## src/rtl/logic_cmp_alu.sv

```systemverilog
module logic_cmp_alu #(
  parameter int W = 8
) (
  input  logic             clk,
  input  logic             rst_n,
  input  logic             exec_en,
  input  logic [2:0]       op,
  input  logic [3:0]       src_sel,
  input  logic [2:0]       dst_sel,
  input  logic [W-1:0]     imm,
  input  logic [W-1:0]     mem_rdata,
  output logic [2*W-1:0]   mem_addr,
  output logic [W-1:0]     acc_out,
  output logic [7:0]       flags_out
);
  localparam int NREG  = 8;
  localparam int IDX_H = 4;
  localparam int IDX_L = 5;
  localparam int IDX_M = 6;
  localparam int IDX_A = 7;
  localparam int NIB   = 4;

  localparam logic [2:0] OP_AND = 3'd0;
  localparam logic [2:0] OP_XOR = 3'd1;
  localparam logic [2:0] OP_OR  = 3'd2;
  localparam logic [2:0] OP_CMP = 3'd3;
  localparam logic [2:0] OP_MOV = 3'd4;

  logic [W-1:0] regs [NREG];
  logic [3:0]   flg_q;

  logic [W-1:0] acc, opnd, logic_res;
  logic [W:0]   diff;
  logic [3:0]   flg_d;
  logic         is_logic;

  assign acc      = regs[IDX_A];
  assign mem_addr = {regs[IDX_H], regs[IDX_L]};
  assign acc_out  = acc;
  assign flags_out = {flg_q, 4'b0000};

  assign opnd = src_sel[3]                  ? imm :
                (src_sel[2:0] == 3'(IDX_M)) ? mem_rdata :
                                              regs[src_sel[2:0]];

  assign diff     = {1'b0, acc} - {1'b0, opnd};
  assign is_logic = (op == OP_AND) || (op == OP_XOR) || (op == OP_OR);

  always_comb begin
    case (op)
      OP_AND:  logic_res = acc & opnd;
      OP_XOR:  logic_res = acc ^ opnd;
      default: logic_res = acc | opnd;
    endcase
  end

  always_comb begin
    flg_d = flg_q;
    if (is_logic)
      flg_d = {logic_res == '0, 1'b0, op == OP_AND, 1'b0};
    else if (op == OP_CMP)
      flg_d = {diff[W-1:0] == '0, 1'b1, opnd[NIB-1:0] > acc[NIB-1:0], diff[W]};
  end

  always_ff @(posedge clk) begin
    if (!rst_n) begin
      for (int i = 0; i < NREG; i++) regs[i] <= '0;
      flg_q <= '0;
    end else if (exec_en) begin
      flg_q <= flg_d;
      if (is_logic)
        regs[IDX_A] <= logic_res;
      else if (op == OP_MOV && dst_sel != 3'(IDX_M))
        regs[dst_sel] <= opnd;
    end
  end

  a_r9_hold_without_strobe: assert property (@(posedge clk) disable iff (!rst_n)
    !exec_en |=> $stable(acc_out) && $stable(flags_out) && $stable(mem_addr));

  a_r3_and_flags: assert property (@(posedge clk) disable iff (!rst_n)
    exec_en && op == OP_AND |=> flags_out[6:4] == 3'b010);

  a_r4_orxor_flags: assert property (@(posedge clk) disable iff (!rst_n)
    exec_en && (op == OP_OR || op == OP_XOR) |=> flags_out[6:4] == 3'b000);

  a_r3_r4_zero_tracks_acc: assert property (@(posedge clk) disable iff (!rst_n)
    exec_en && is_logic |=> flags_out[7] == (acc_out == '0));

  a_r5_cmp_keeps_acc: assert property (@(posedge clk) disable iff (!rst_n)
    exec_en && op == OP_CMP |=> $stable(acc_out) && flags_out[6]);

  a_r8_move_keeps_flags: assert property (@(posedge clk) disable iff (!rst_n)
    exec_en && op == OP_MOV |=> $stable(flags_out));

  a_r11_reserved_idle: assert property (@(posedge clk) disable iff (!rst_n)
    exec_en && op > OP_MOV |=> $stable(acc_out) && $stable(flags_out) && $stable(mem_addr));
endmodule

```

## config.mk

```make
export PLATFORM = sky130hd
export DESIGN_NAME = logic_cmp_alu
export DESIGN_NICKNAME = d
export VERILOG_FILES = /design/src/rtl/logic_cmp_alu.sv
export SDC_FILE = /design/constraint.sdc
export NUM_CORES = 1
export LEC_CHECK = 0
export ABC_AREA = 1
export ABC_CLOCK_PERIOD_IN_PS = 5000
export BUFFER_PORTS_ARGS = -buffer_cell sky130_fd_sc_hd__buf_2
export CAP_MARGIN = 20
export CORE_ASPECT_RATIO = 1.2
export CORE_MARGIN = 2
export CORE_UTILIZATION = 30
export CTS_BUF_LIST = sky130_fd_sc_hd__clkbuf_8
export CTS_CLUSTER_DIAMETER = 150
export DETAILED_ROUTE_END_ITERATION = 8
export PLACE_DENSITY_LB_ADDON = 0.3
export REMOVE_ABC_BUFFERS = 1
export SETUP_SLACK_MARGIN = 0.4
export SLEW_MARGIN = 25
export SYNTH_ARGS = -nofsm -noshare
export SYNTH_HDL_FRONTEND = slang
export SYNTH_SLANG_ARGS = --single-unit
```

## constraint.sdc

```tcl
create_clock -name clk -period 5 [get_ports clk]
set_clock_uncertainty 0.1 [all_clocks]
set_input_delay 1 -clock clk [delete_from_list [all_inputs] [get_ports clk]]
set_output_delay 1 -clock clk [all_outputs]
set_load 0.01 [all_outputs]
```

After elaboration in Yosys (flattened, before gate mapping)
Memories as Yosys holds them, arrays and structs flattened.
Cells that the tools add are included.
W data, S select, Z words.
{ "word_totals": {"memories": 1, "reg_bits": 4, "latch_bits": 0, "out_inout_bits": 32, "input_bits": 29, "wordCells": 42, "romBits": 0, "ram_bits": 64} }
{ "classes": {"n_eq_ne": 6, "shifts": 0, "mux": 19, "mul": 0, "order_cmp": 1, "add_sub_neg": 1, "reduce_logical": 9, "bitwise": 4, "div": 0} }
{ "memory_table": {"columns": ["name", "depth", "word_bits", "read_ports", "rd_ports_with_merged_regs", "write_ports", "line", "rtl"], "rows": [
  ["regs", 8, 8, 4, 0, 8, "29", "logic [W-1:0] regs [NREG];"]
]} }
{ "op_table": {"columns": ["operator", "count"], "rows": [
  ["$mux W8", 4],
  ["$logic_not A8 Y1", 2],
  ["$pmux W8 S2", 1],
  ["$mux W1", 11],
  ["$sub A8 B8 Y9", 1],
  ["$and A8 B8 Y8", 1],
  ["$mux W4", 2],
  ["$or A8 B8 Y8", 1],
  ["$reduce_or A8 Y1", 1],
  ["$xor A8 B8 Y8", 1],
  ["$eq A3 B2 Y1 const B", 2],
  ["$eq A3 B3 Y1 const B", 2],
  ["$gt A4 B4 Y1", 1],
  ["$eq A3 B1 Y1 const B", 1],
  ["$logic_not A3 Y1", 1],
  ["$mux W3", 1],
  ["$ne A3 B3 Y1 const B", 1],
  ["$logic_or A1 B1 Y1", 2],
  ["$reduce_and A2 Y1", 1],
  ["$reduce_bool A2 Y1", 1],
  ["$logic_and A1 B1 Y1", 1],
  ["$or A1 B1 Y1", 1]
]} }

Longest topological paths before layout
{ "depth": {"word_depth": 9, "mapped_depth": 20, "depth_no_buf": 19} }

Worst setup path before layout
Ideal clock, no wire load.
{ "synth_timing": {"path_type": "input -> register", "from": "input src_sel[1]", "to": "register flg_q[3]", "t_required_ns": 4.830, "arrival_ns": 2.951, "path_buffers": 2, "setup_ns": 0.070, "path_slack_ns": 1.879, "stages": 16, "cell_sequence": "buf_4 > inv_2 > buf_6 > nand3_1 > nand2_1 > a21oi_2 > o21ai_2 > o21ai_4 > ha_1 > fa_1 > nand3_1 > nor3_1 > nand3_1 > nor2_1 > nand2_1 > a21oi_1"} }
{ "synth_between": {"elab_chain_cells": 7, "elab_cells_between_ends": 13, "classes_between": "add/sub: 1; eq/ne: 1; mux: 5; bitwise: 3; reduce/logical: 2; memory: 1"} }
{ "synth_rtl": {"columns": ["element", "line", "rtl"], "rows": [
  ["from (decl)", "8", "input logic [3:0] src_sel,"],
  ["$mem_v2 Z8 W8 or $eq A3 B3 Y1 (tied branches)", null, null],
  ["$mux W8 (*)", "43", "(src_sel[2:0] == 3'(IDX_M)) ? mem_rdata :"],
  ["$mux W8 (*)", "42", "assign opnd = src_sel[3] ? imm :"],
  ["named net opnd[0]", "32", "logic [W-1:0] acc, opnd, logic_res;"],
  ["$sub A8 B8 Y9 (tied with other cells)", "46", "assign diff = {1'b0, acc} - {1'b0, opnd};"],
  ["$logic_not A8 Y1 or $pmux W8 S2 (tied branches)", "62, 50", null],
  ["$mux W4 or $logic_not A8 Y1 (tied branches)", "61, 60", null],
  ["$mux W4 (*)", "59", "if (is_logic)"],
  ["to (signal assigned)", "70", "flg_q <= flg_d;"],
  ["to (decl)", "30", "logic [3:0] flg_q;"]
]} }
The timed path passes the listed nets; every way through them passes the cells marked *. The select of a mux whose other input is x is not followed.
A chain may end at the register's enable or synchronous reset.

Worst setup path in the final report
Same ends and word-level chain as after synthesis.

==> impl_results.md <==
- Status: complete, no violations
- # H-tree levels: 3
- CTS root buf: clkbuf_8
- Non-filler cells in the finished layout: 738
- Slew HR: 56.9%
- Max IR drop VDD: 124 uV
- Vias in the first global route: 3493
- Total wire length: 11800 um
- Clock sink count: 60
- Post-layout util: 34.6%
- Total CTS buffers: 9
- Initial antenna violation count: 0
- Register area share after synthesis: 43.8%
- Grt ovf: 0
- Hold crit path type: register to register
- Count leader, synth: nand2_1
- Final setup TNS: 0 ns
- Post-CTS Setup Bufs: 0
- Post-detailed-route count of antenna-violating nets: 0
- Placement Setup Slack: 1.12 ns
- RD Place Congestion: 0.897
- Reg2Reg Setup Slack: 2.28 ns
- Worst skew pair latency: 0.36 ns
- Synth Warn #: 0
- Critical Path Start: src_sel[1]
- Final worst slack: 1.46 ns
- Final net count: 626
- Worst-Margin Slew: 0.644 ns
- Area after DPL: 4410 um2
- Placed wire-length estimate: 9000 um
- Hold depth: 2
- Synth cell count leaders: nand2_1, nand3_1, nor2_1, edfxtp_1, inv_1
- Post-synth cell types: 34
- Via count: 3577
- # DRC: 0
- First-pass GRT wire length: 18700 um
- EDFF count, synth: 56
- Cell count after synthesis: 511
- CTS tree: yes
- Final Setup Violations: 0
- Crit end category: register
- Xor and xnor area share after synthesis: 0%
- Min-delay src: flg_q[0]$_SDFFE_PN0P_
- Lkg Pwr: 2.15 nW
- Synth area leaders: edfxtp_1, nand2_1, ha_1, nand3_1, nor2_1
- Maximum clock frequency: 0.283 GHz
- Area growth syn-to-layout: 13.4%
- Syn_area_per_cell: 7.88 um2
- #FFs+latches synth: 60
- Multi-input gate area: 1960 um2
- Post-route cell area: 4570 um2
- Combinational power share: 22.1%
- Sequential Power Share: 48.1%
- Critical Path RT: 5.19 ns
- Placed cells: 722
- Post-Synth Adder-Cell Area: 10.1%
- Final Max Tran Viols: 0
- Clock power share: 29.7%
- Switching Fraction: 32.3%
- R2R Path End: flg_q[3]$_SDFFE_PN0P_
- Drt first pass iters: 4
- Power Dens Cells: 266 nW/um2
- Synth Area in Simple Gates: 32.2%
- IO Port Bufs: 56
- Period Utilization, post-route: 70.7%
- Final hold vios: 0
- Synth area leader: edfxtp_1
- Hold endpoint: flg_q[0]$_SDFFE_PN0P_
- # diodes: 0
- Mapped cell area: 4030 um2
- Die Height: 131 um
- Share of layout cells above drive strength 1: 17.4%
- Row count: 46
- Die W: 110 um
- Largest net degree at the start of global routing: 32
- Crit path DAT: 3.73 ns
- Post_cts resized: 0
- Min cycle time layout: 3.54 ns
- GRT Util Overall: 17.3%
- R2R depth: 13
- Die Area: 14400 um2
- CP Class: primary input to register
- Core area: 13200 um2
- Startpoint class of the critical path: primary input
- Vias per cell: 4.85
- FF/Latch Area: 1760 um2
- Async SR Flop Fraction: 0%
- Max Cap Violations: 0
- Initial DRC count: 236
- Share of the synthesized area in the top cell type: 41.8%
- Reported net switching power: 0.393 mW
- Clk slew on worst S/H paths: 0.07 ns
- Unrepaired setup endpoints after global routing: false
- IO Pins: 61
- Ys flop type: edfxtp_1
- Post-synthesis mux area share: 0%
- Fillers: 1382
- Synth Area in Compound Gates: 5.88%
- CTS Buffer Depth: 2
- Cts hold-fix bufs: 0
- Effective utilization at floorplan: 30.5%
- WL per Instance: 16.0 um
- Reg-to-reg startpoint: regs[7][0]$_DFFE_PP_
- Critical path fanouts, max: 19
- P_int: 0.822 mW
- Main combinational cell family by area after synthesis: simple AND/OR/NAND/NOR gates
-- worst max-delay path, stage by stage --
cell and delay, ns:
buf_2 0.23, inv_2 0.33, nand2_1 0.08, nand3_1 0.14
nand2_1 0.07, nand2_1 0.09, nand3_1 0.08, o21ai_1 0.23
inv_2 0.20, ha_1 0.39, nor2_1 0.24, nand2_1 0.10
nand2_1 0.07, nand2_1 0.05, nand2_1 0.06, nand3_1 0.06
nor2_1 0.09, nand2_1 0.06, a21oi_1 0.12
-- how the worst max path moves through the flow --
stage                                       end  slack [ns]  cells past startpoint
after floorplan           flg_q[3]$_SDFFE_PN0P_        1.88                     13
after detailed placement  flg_q[3]$_SDFFE_PN0P_        1.12                     19
after global routing      flg_q[3]$_SDFFE_PN0P_        1.17                     19
after global placement    flg_q[3]$_SDFFE_PN0P_        1.13                     19
final                     flg_q[3]$_SDFFE_PN0P_        1.46                     19
after CTS                 flg_q[3]$_SDFFE_PN0P_        1.48                     19
-- power groups by stage --
stage                     combinational (mW)  clock, mW  sequential [mW]
after CTS                              0.268      0.357            0.585
final                                  0.269      0.361            0.585
after detailed placement               0.266          0            0.595
after global routing                   0.304      0.383            0.587
after floorplan                        0.167          0            0.596
after global placement                 0.265          0            0.595
-- cell families (layout without fill, tap and decap cells) --
family	count (synthesis)	count (layout)
fa+ha+maj	32	32
buf+inv	69	125
compound gates	39	39
other cells	1	4
flops	60	60
simple gates	310	310
-- per-stage QoR --
step	power, mW	hold slack (ns)
2_1_floorplan	0.763	0.385
3_3_place_gp	0.860	0.361
3_5_place_dp	0.861	0.362
4_1_cts	1.21	0.371
5_1_grt	1.27	0.394
6_report	1.21	0.368
-- area by class of cell --
cell class,instances,area share [%]
Tap cell,168,4.60
Multi-Input combinational cell,385,42.9
Timing Repair Buffer,57,6.30
Inverter,52,4.33
Clock buffer,9,2.71
Clock inverter,7,0.603
Sequential cell,60,38.6
-- routing by layer --
layer,part of all wire (%),global-route usage (%),up-vias
met1,43,21.1,1681
met2,50,30.2,113
li1,-,-,1763
met5,0,0,-
met4,2.6,7.37,0
met3,4.4,2.43,20
-- state kept, by name, indices dropped and copies added (netlist names) --
name / flops
flg_q: 4
regs: 56
-- placed cells by master, fill, tap and decap left out, types with 2 or more instances in the layout --
master    count
nor2_2        9
edfxtp_1     56
o21ai_1      12
nand2_1     169
inv_2        11
ha_1         31
o21ai_2       2
nand2_2       4
dfxtp_1       4
nor3_1        2
inv_1        45
a21oi_2       2
clkbuf_8      9
a21oi_1      13
conb_1        4
nor2_1       59
nand3_1      62
buf_2        56
o21ai_0       4
nand4_1       2
No activity file was read; power rests on OpenSTA's default activity.
